--- config.mk ---
export PLATFORM = sky130hd
export DESIGN_NAME = pll_word_calc
export DESIGN_NICKNAME = d
export VERILOG_FILES = /design/src/rtl/pll_calc_pkg.sv /design/src/rtl/pll_div_search.sv /design/src/rtl/pll_restoring_div.sv /design/src/rtl/pll_band_enc.sv /design/src/rtl/pll_word_calc.sv
export SDC_FILE = /design/constraint.sdc
export NUM_CORES = 2
export LEC_CHECK = 0
export ABC_CLOCK_PERIOD_IN_PS = 7800
export BUFFER_PORTS_ARGS = -buffer_cell sky130_fd_sc_hd__buf_2
export CORE_MARGIN = 2
export CORE_UTILIZATION = 60
export CTS_CLUSTER_SIZE = 10
export DETAILED_ROUTE_END_ITERATION = 7
export PLACE_DENSITY = 0.76
export SETUP_SLACK_MARGIN = 0.4
export SLEW_MARGIN = 40
export SYNTH_ARGS = -nofsm -noshare
export SYNTH_HDL_FRONTEND = slang
export SYNTH_SLANG_ARGS = --single-unit
--- constraint.sdc ---
create_clock -name clk -period 7.8 [get_ports clk]
set_input_delay 1.95 -clock clk [delete_from_list [all_inputs] [get_ports clk]]
set_output_delay 1.95 -clock clk [all_outputs]
set_load 0.02 [all_outputs]
--- src/rtl/pll_calc_pkg.sv ---
package pll_calc_pkg;
  localparam int unsigned FLOOR_KHZ = 5000;
  localparam int unsigned DIV_W     = 5;
  localparam int unsigned DIV_MAX   = 31;
  localparam int unsigned MFLD_W    = 8;
  localparam longint unsigned BAND3_MIN = 501000;
  localparam longint unsigned BAND2_MIN = 251000;
  localparam longint unsigned BAND1_MIN = 126000;

  typedef enum logic [2:0] {
    ST_IDLE,
    ST_SEARCH,
    ST_MUL,
    ST_OUT,
    ST_DEC,
    ST_HOLD
  } calc_state_e;
endpackage

--- src/rtl/pll_div_search.sv ---
module pll_div_search
  import pll_calc_pkg::*;
#(
  parameter int unsigned REF_W = 24
) (
  input  logic             clk,
  input  logic             rst_n,
  input  logic             go,
  input  logic [REF_W-1:0] ref_khz,
  output logic             done,
  output logic [DIV_W-1:0] div
);
  localparam int unsigned TW = REF_W + 2;

  logic          run;
  logic [TW-1:0] thr;
  logic          pass;

  // floor(ref/(d+1)) >= FLOOR  <=>  ref >= FLOOR*(d+1)
  assign pass = (TW'(ref_khz) >= thr) && (div < DIV_W'(DIV_MAX));

  always_ff @(posedge clk or negedge rst_n) begin
    if (!rst_n) begin
      run  <= 1'b0;
      done <= 1'b0;
      div  <= DIV_W'(1);
      thr  <= '0;
    end else begin
      done <= 1'b0;
      if (go) begin
        run <= 1'b1;
        div <= DIV_W'(1);
        thr <= TW'(2 * FLOOR_KHZ);
      end else if (run) begin
        if (pass) begin
          div <= div + DIV_W'(1);
          thr <= thr + TW'(FLOOR_KHZ);
        end else begin
          run  <= 1'b0;
          done <= 1'b1;
        end
      end
    end
  end
endmodule

--- src/rtl/pll_restoring_div.sv ---
module pll_restoring_div #(
  parameter int unsigned NW = 54,
  parameter int unsigned DW = 24
) (
  input  logic          clk,
  input  logic          rst_n,
  input  logic          go,
  input  logic [NW-1:0] num,
  input  logic [DW-1:0] den,
  output logic          done,
  output logic [NW-1:0] quot
);
  localparam int unsigned CW = $clog2(NW + 1);

  logic [DW-1:0] rem_q;
  logic [CW-1:0] cnt;
  logic          run;
  logic [DW:0]   trial;
  logic [DW:0]   diff;
  logic          fits;

  assign trial = {rem_q, quot[NW-1]};
  assign diff  = trial - {1'b0, den};
  assign fits  = trial >= {1'b0, den};

  always_ff @(posedge clk or negedge rst_n) begin
    if (!rst_n) begin
      rem_q <= '0;
      quot  <= '0;
      cnt   <= '0;
      run   <= 1'b0;
      done  <= 1'b0;
    end else begin
      done <= 1'b0;
      if (go) begin
        quot  <= num;
        rem_q <= '0;
        cnt   <= CW'(NW);
        run   <= 1'b1;
      end else if (run) begin
        rem_q <= fits ? diff[DW-1:0] : trial[DW-1:0];
        quot  <= {quot[NW-2:0], fits};
        cnt   <= cnt - CW'(1);
        if (cnt == CW'(1)) begin
          run  <= 1'b0;
          done <= 1'b1;
        end
      end
    end
  end
endmodule

--- src/rtl/pll_band_enc.sv ---
module pll_band_enc
  import pll_calc_pkg::*;
#(
  parameter int unsigned W = 54
) (
  input  logic [W-1:0] rate,
  output logic [1:0]   band
);
  always_comb begin
    if (rate >= W'(BAND3_MIN))      band = 2'd3;
    else if (rate >= W'(BAND2_MIN)) band = 2'd2;
    else if (rate >= W'(BAND1_MIN)) band = 2'd1;
    else                            band = 2'd0;
  end
endmodule

--- src/rtl/pll_word_calc.sv ---
module pll_word_calc
  import pll_calc_pkg::*;
#(
  parameter int unsigned RATE_W = 24,
  parameter int unsigned REF_W  = 24,
  localparam int unsigned MUL_W = ((RATE_W > REF_W) ? RATE_W : REF_W) + 6,
  localparam int unsigned NUM_W = REF_W + MUL_W,
  localparam int unsigned OUT_W = REF_W + MFLD_W
) (
  input  logic              clk,
  input  logic              rst_n,
  input  logic              req_valid,
  output logic              req_ready,
  input  logic [RATE_W-1:0] rate_kbps,
  input  logic [REF_W-1:0]  ref_khz,
  output logic              res_valid,
  input  logic              res_ready,
  output logic [15:0]       cfg_word,
  output logic [OUT_W-1:0]  out_kbps,
  output logic              err
);
  calc_state_e state;

  logic [RATE_W-1:0] rate_q;
  logic [REF_W-1:0]  ref_q;
  logic [DIV_W-1:0]  div_q;
  logic [MUL_W-1:0]  mul_q;
  logic [1:0]        band_q;

  logic              srch_go, srch_done;
  logic [DIV_W-1:0]  srch_div;
  logic              dv_go, dv_done;
  logic [NUM_W-1:0]  dv_num, dv_quot;
  logic [REF_W-1:0]  dv_den;
  logic [1:0]        band_c;

  logic [NUM_W-1:0]  mul_num, out_num, dec_num;
  logic [MFLD_W-1:0] mfield;
  logic [DIV_W-1:0]  dfield;

  assign req_ready = (state == ST_IDLE);
  assign res_valid = (state == ST_HOLD);

  // multiplier field and divider field: zero decodes as one
  assign mfield = (mul_q[MFLD_W-1:0] == '0) ? MFLD_W'(1) : mul_q[MFLD_W-1:0];
  assign dfield = (div_q == '0) ? DIV_W'(1) : div_q;

  assign mul_num = NUM_W'(rate_q) * NUM_W'(srch_div) + NUM_W'(ref_q) - NUM_W'(1);
  assign out_num = NUM_W'(ref_q) * NUM_W'(dv_quot[MUL_W-1:0]);
  assign dec_num = NUM_W'(ref_q) * NUM_W'(mfield);

  pll_div_search #(.REF_W(REF_W)) u_search (
    .clk     (clk),
    .rst_n   (rst_n),
    .go      (srch_go),
    .ref_khz (ref_q),
    .done    (srch_done),
    .div     (srch_div)
  );

  pll_restoring_div #(.NW(NUM_W), .DW(REF_W)) u_div (
    .clk  (clk),
    .rst_n(rst_n),
    .go   (dv_go),
    .num  (dv_num),
    .den  (dv_den),
    .done (dv_done),
    .quot (dv_quot)
  );

  pll_band_enc #(.W(NUM_W)) u_band (
    .rate(dv_quot),
    .band(band_c)
  );

  always_ff @(posedge clk or negedge rst_n) begin
    if (!rst_n) begin
      state    <= ST_IDLE;
      rate_q   <= '0;
      ref_q    <= '0;
      div_q    <= DIV_W'(1);
      mul_q    <= '0;
      band_q   <= '0;
      srch_go  <= 1'b0;
      dv_go    <= 1'b0;
      dv_num   <= '0;
      dv_den   <= '0;
      cfg_word <= '0;
      out_kbps <= '0;
      err      <= 1'b0;
    end else begin
      srch_go <= 1'b0;
      dv_go   <= 1'b0;
      unique case (state)
        ST_IDLE: begin
          if (req_valid) begin
            rate_q <= rate_kbps;
            ref_q  <= ref_khz;
            if (ref_khz == '0) begin
              cfg_word <= '0;
              out_kbps <= '0;
              err      <= 1'b1;
              state    <= ST_HOLD;
            end else begin
              srch_go <= 1'b1;
              state   <= ST_SEARCH;
            end
          end
        end
        ST_SEARCH: begin
          if (srch_done) begin
            div_q  <= srch_div;
            dv_num <= mul_num;
            dv_den <= ref_q;
            dv_go  <= 1'b1;
            state  <= ST_MUL;
          end
        end
        ST_MUL: begin
          if (dv_done) begin
            mul_q  <= dv_quot[MUL_W-1:0];
            dv_num <= out_num;
            dv_den <= REF_W'(div_q);
            dv_go  <= 1'b1;
            state  <= ST_OUT;
          end
        end
        ST_OUT: begin
          if (dv_done) begin
            band_q <= band_c;
            dv_num <= dec_num;
            dv_den <= REF_W'(dfield);
            dv_go  <= 1'b1;
            state  <= ST_DEC;
          end
        end
        ST_DEC: begin
          if (dv_done) begin
            cfg_word <= {band_q, 1'b0, div_q, mul_q[MFLD_W-1:0]};
            out_kbps <= dv_quot[OUT_W-1:0];
            err      <= 1'b0;
            state    <= ST_HOLD;
          end
        end
        ST_HOLD: begin
          if (res_ready) state <= ST_IDLE;
        end
        default: state <= ST_IDLE;
      endcase
    end
  end
endmodule

==> Yosys cells after proc, flatten, opt, wreduce, memory -nomap -nowiden <==
Index checks and enable logic that the tools add are counted.
{ "word_totals": {"regBits": 314, "input_bits": 52, "out_inout_bits": 51, "word_cells": 133} }
{ "op_classes": {"reduce_logical": 19, "mux": 64, "eq_ne": 13, "add_sub_neg": 6, "multipliers": 3, "magnitude_cmp": 6} }
{ "ops": {"columns": ["op", "count"], "rows": [
  ["54-bit two-way mux", 5],
  ["54-bit case mux with 3 select lines", 1],
  ["24-bit two-way mux", 6],
  ["32-bit two-way mux", 3],
  ["26-bit two-way mux", 3],
  ["24-bit case mux with 3 select lines", 1],
  ["32-bit case mux with 2 select lines", 1],
  ["54-bit by 17-bit greater-or-equal comparator with 1-bit output (second input constant)", 1],
  ["54-bit by 18-bit greater-or-equal comparator with 1-bit output (second input constant)", 1],
  ["54-bit by 19-bit greater-or-equal comparator with 1-bit output (second input constant)", 1],
  ["24-bit by 30-bit multiplier with 54-bit output", 1],
  ["16-bit two-way mux", 3],
  ["24-bit by 8-bit multiplier with 32-bit output", 1],
  ["16-bit case mux with 2 select lines", 1],
  ["30-bit by 1-bit subtractor with 31-bit output (second input constant)", 1],
  ["29-bit by 24-bit adder with 30-bit output", 1],
  ["24-bit by 5-bit multiplier with 29-bit output", 1],
  ["26-bit by 13-bit adder with 26-bit output (second input constant)", 1],
  ["24-bit by 26-bit greater-or-equal comparator with 1-bit output", 1],
  ["25-bit by 24-bit greater-or-equal comparator with 1-bit output", 1],
  ["24-bit logical NOT", 1],
  ["24-bit subtractor", 1],
  ["1-bit two-way mux", 21],
  ["3-bit two-way mux", 7],
  ["other kinds (25)", 46]
]} }

==> Longest topological paths before layout <==
{ "depth": {"depth_word": 5, "ltp_mapped": 28, "mapped_depth_nobuf": 25} }

==> Hierarchy <==
From an unflattened synthesis, not the netlist that was laid out.
{ "hier_totals": {"cells_unflattened": 5631, "area_unflattened_um2": 49960.4} }
{ "modules_own_cells": {"columns": ["mod", "cells_each", "seq_area_each_um2", "n_inst", "area_per_inst_um2"], "rows": [
  ["pll_word_calc", 4732, 4855.9, 1, 41994.0],
  ["pll_restoring_div", 612, 2152.1, 1, 5521.5],
  ["pll_div_search", 252, 752.0, 1, 2194.6],
  ["pll_band_enc", 35, 0.0, 1, 250.2]
]} }

==> Worst setup path after synthesis <==
Ideal clock, no wire load.
{ "synth_timing": {"path_kind": "flip-flop to flip-flop", "startpoint": "register u_div.quot[12]", "endpoint": "register dv_num[43]", "period_less_slack_ns": 7.070, "n_path_buf": 3, "setup_ns": 0.126, "arrival_time_ns": 6.944, "required_ns": 7.674, "setup_slack_ns": 0.730, "stages_incl_launch_ff": 26, "path_cell_list": "dfrtp_1 -> clkbuf_1 -> clkbuf_1 -> nand2_1 -> fa_1 -> inv_1 -> fa_1 -> inv_1 -> fa_1 -> fa_1 -> inv_1 -> fa_1 -> fa_1 -> inv_1 -> fa_1 -> inv_1 -> ha_1 -> clkbuf_1 -> nand4_1 -> or3_1 -> a211oi_1 -> o21ai_0 -> o21a_1 -> o21a_1 -> and3_1 -> o32a_1"} }
{ "synth_between": {"elab_chain_cells": 3} }
{ "synth_rtl": {"columns": ["element", "line", "rtl"], "rows": [
  ["start: declaration", "pll_restoring_div.sv:11", "output logic [NW-1:0] quot"],
  ["start signal: assignment", "pll_restoring_div.sv:36", "quot <= num;"],
  ["start signal: assignment", "pll_restoring_div.sv:42", "quot <= {quot[NW-2:0], fits};"],
  ["24-bit by 30-bit multiplier with 54-bit output", "pll_word_calc.sv:49", "assign out_num = NUM_W'(ref_q) * NUM_W'(dv_quot[MUL_W-1:0]);"],
  ["54-bit two-way mux", "pll_word_calc.sv:120", "if (dv_done) begin"],
  ["54-bit case mux with 3 select lines", "pll_word_calc.sv:94", "unique case (state)"],
  ["end signal: assignment", "pll_word_calc.sv:113", "dv_num <= mul_num;"],
  ["end signal: assignment", "pll_word_calc.sv:122", "dv_num <= out_num;"],
  ["end signal: assignment", "pll_word_calc.sv:131", "dv_num <= dec_num;"],
  ["end: declaration", "pll_word_calc.sv:33", "logic [NUM_W-1:0] dv_num, dv_quot;"]
]} }
No other way between the ends. The select of a mux whose other input is x is not followed.
A chain may end at the register's enable or synchronous reset.

==> Worst setup path after layout <==
{ "layout_timing": {"startpoint": "register ref_q[7]", "endpoint": "register dv_num[50]"} }
{ "layout_between": {"elab_chain_cells": 4, "elab_cells_between_ends": 6, "cone_classes": "add/sub (2); mul (1); mux (3)"} }
{ "layout_rtl": {"columns": ["element", "line", "rtl"], "rows": [
  ["start: declaration", "pll_word_calc.sv:25", "logic [REF_W-1:0] ref_q;"],
  ["start signal: assignment", "pll_word_calc.sv:98", "ref_q <= ref_khz;"],
  ["parallel branches: the longest is 3 deep, another holds 24-bit by 30-bit multiplier with 54-bit output", null, null],
  ["54-bit case mux with 3 select lines (*)", "pll_word_calc.sv:94", null]
]} }
Every way passes the cells marked *. The select of a mux whose other input is x is not followed.

==> reports/metrics.cfg <==
[status]
status=finished, violations left
violations=DRC

[floorplanning]
die_w_um=291
dieArea_mm2=0.0848
rows=105
initial_core_util_pct=60.4
die_y_um=291
core_mm2=0.0818
num_io_pins=103

[setup_path]
cp_max_fo=9
critPathKind=flip-flop to flip-flop
crit_required_ps=8320
cp.arrival_ps=7710
cp-end-kind=flip-flop
cp-start-kind=flip-flop

[clock_network]
clock-sinks=310
clock_latency_ps=640
tritoncts=yes
htreeDepth=2
clkSlewWorstSetupHoldPaths_ps=70
postCtsHoldBufs=0
cts_made_buffers=42
cts.path.max_buffers=3
clk_root_buffer_cell=clkbuf_16

[final_layout]
register_area_mm2=0.00783
num-nets-final=6773
drive_gt1_share_pct=9.59
multi_input_area_mm2=0.0371
syn2layout_area_growth_pct=8.33
diodes=0
fill_cells=6585

[yosys]
muxShareOfSynthArea_pct=3.16
netlist_area_mm2=0.0495
synth_async_sr_flop_share_pct=100
seq_area_frac_synth_pct=15.7
synth_top_family_by_area=adder cells
synth_compound_area_share_pct=8.73
yosys_register_bits=310
synthesis.nets=6797
synth_xor_area_share_pct=2.11
synth-simple-area-share_pct=17.6
ys_types=87
synthAdderAreaFrac_pct=42.7
syn_inst=5558
synth_edf_count=0
synth_warnings=0
synth_ff_type=dfrtp_1
syn_area_per_cell_um2=8.90

[routing]
viasPerCell=5.87
dr.pass1.iters=8
detail-route-antenna-nets=0
routedWlPerCell_um=21.2
drt_iter0_drc=3278
vias=38922
wl_mm=141
drc_errors=3

[timing]
fin_skew_ps=66.8
tns_ps=0
fin_crit_sh_pct=92.3
max_freq_mhz=139
slew_headroom_pct=40.2
setup_ws_ps=604
slew_viol_final=0
rsz0062_at_grt=yes
hold_viol_final=0
tightest_slew_ps=893
setup_viol=0
fin_crit_ps=7200

[grt]
grt-ovfl-total=0
grt_max_degree=110
grt_pass1_vias=40774
grt_pass1_wl_mm=228
antenna_found_initial=2
grt_usage_pct=34.3

[placement]
dp_hpwl_mm=107
portBuffers=101
dpl_worst_slack_ps=185
globalplace.congestion=0.970

[flow_run]
drv_cap=0

[min_path]
hold_class=flip-flop to flip-flop

## flip-flops by register name, indices dropped and copies added (netlist names)
| name | flops |
|---|---|
| dv_num | 54 |
| u_div.quot | 54 |
| out_kbps | 32 |
| dv_den | 24 |
| rate_q | 24 |
| ref_q | 24 |
| u_div.rem_q | 24 |
| u_search.thr | 23 |
| cfg_word | 15 |
| mul_q | 8 |
| u_div.cnt | 6 |
| div_q | 5 |
| u_search.div | 5 |
| state | 3 |
| band_q | 2 |
| dv_go | 1 |
| err | 1 |
| srch_go | 1 |
| u_div.done | 1 |
| u_div.run | 1 |
| u_search.done | 1 |
| u_search.run | 1 |
## metrics by stage
step                      hold slack (ps)  instance area, um^2  instances  util (%)
after floorplan                       449                49500       5558         -
after global placement                444                51400       6531      62.8
after detailed placement              452                51500       6532      62.9
after CTS                             464                53000       6611      64.7
after global routing                  487                53600       6636      65.5
final                                 460                53600       6636      65.5
## layout by cell type (no fill, tap or decap), drive strengths merged, types with 28 or more instances in the layout
cell	instances
ha	349
buf	283
nand2b	31
nor2	195
nor2b	40
nand4	37
a211oi	42
mux2i	82
o21ai	177
dfrtp	308
clkbuf	64
a21o	84
mux2	66
a31oi	28
nand2	828
xnor2	73
fa	838
a21oi	188
xor2	46
nor3	39
nand3	72
and2	462
inv	952
## routing by layer
| metal | up-vias | wire length (um) | share of wire (%) | track usage [%] |
|---|---|---|---|---|
| met3 | 314 | 14500 | 10 | 8.30 |
| met2 | 1728 | 63200 | 45 | 53.2 |
| met4 | 0 | 5610 | 4.0 | 11.5 |
| met1 | 19668 | 57200 | 41 | 47.5 |
| li1 | 17212 | - | - | - |
| met5 | - | 0 | 0 | 0 |
## critical path, stage by stage (launching register included)
cell and delay [ps]:
dfrtp_2 540, buf_4 250, and2_1 170, fa_1 440, fa_1 520, inv_1 60
fa_1 490, fa_1 510, inv_1 50, fa_1 530, fa_1 570, inv_1 80
fa_1 530, inv_1 60, ha_4 310, a21oi_2 80, o21ai_2 160, nor2_1 70
a22oi_2 200, o31ai_4 150, o31ai_4 270, a31oi_1 120, a211o_1 320, or4_1 510
nand3_1 90
## cells by family (layout without fill, tap and decap cells)
| family | count (synthesis) | after routing |
|---|---|---|
| adders and majority gates | 1187 | 1187 |
| other | 1 | 1 |
| and+or+nand+nor | 1809 | 1809 |
| muxes | 148 | 148 |
| DFF | 310 | 310 |
| xor gates and xnor gates | 119 | 119 |
| AOI/OAI and AO/OA | 680 | 680 |
| buffers and inverters | 1304 | 1312 |
## repair_timing
item,in CTS,in global routing
setup buffers,3,24
endpoints found under the setup margin,11,24
gates resized for setup,16,93
pin swaps,0,28
endpoints found under the hold margin,0,0
cloned,0,1
## Yosys cell counts, types with 46 or more instances
master	n	area, um^2
xnor2_1	73	639
inv_1	952	3570
a21oi_1	187	936
dfrtp_1	308	7710
mux2i_1	82	821
a21o_1	84	631
nor2_1	195	732
and2_1	462	2890
mux2_2	66	743
nand2_1	828	3110
nand3_1	72	360
ha_1	349	4370
o21ai_0	171	856
xor2_1	46	403
clkbuf_1	318	1190
fa_1	838	16800
## cell type report
class / instances / area share [%]
Clock buffer: 63 / 2.22
Clock inverter: 13 / 0.486
Inverter: 952 / 6.67
Multi-Input combinational cell: 3944 / 69.2
Sequential cell: 310 / 14.6
Tap cell: 1070 / 2.50
Timing Repair Buffer: 284 / 4.27
## path summary, 6_finish.rpt
path | start | endpoint | slack (ps) | cells after the start
worst max-delay path | ref_q[7] | dv_num[50] | 600 | 24
worst min-delay path | out_kbps[21] | out_kbps[21] | 460 | 2
worst max register to register | ref_q[7] | dv_num[50] | 600 | 24
worst min register to register | out_kbps[21] | out_kbps[21] | 460 | 2
max in group asynchronous | rst_n | u_search.div[3] | 5270 | 3
min in group asynchronous | rst_n | cfg_word[4] | 1260 | 1
Power is left out: the tool's default activity adds up to more than one toggle a clock period on the data nets, which glitch-free logic cannot reach.
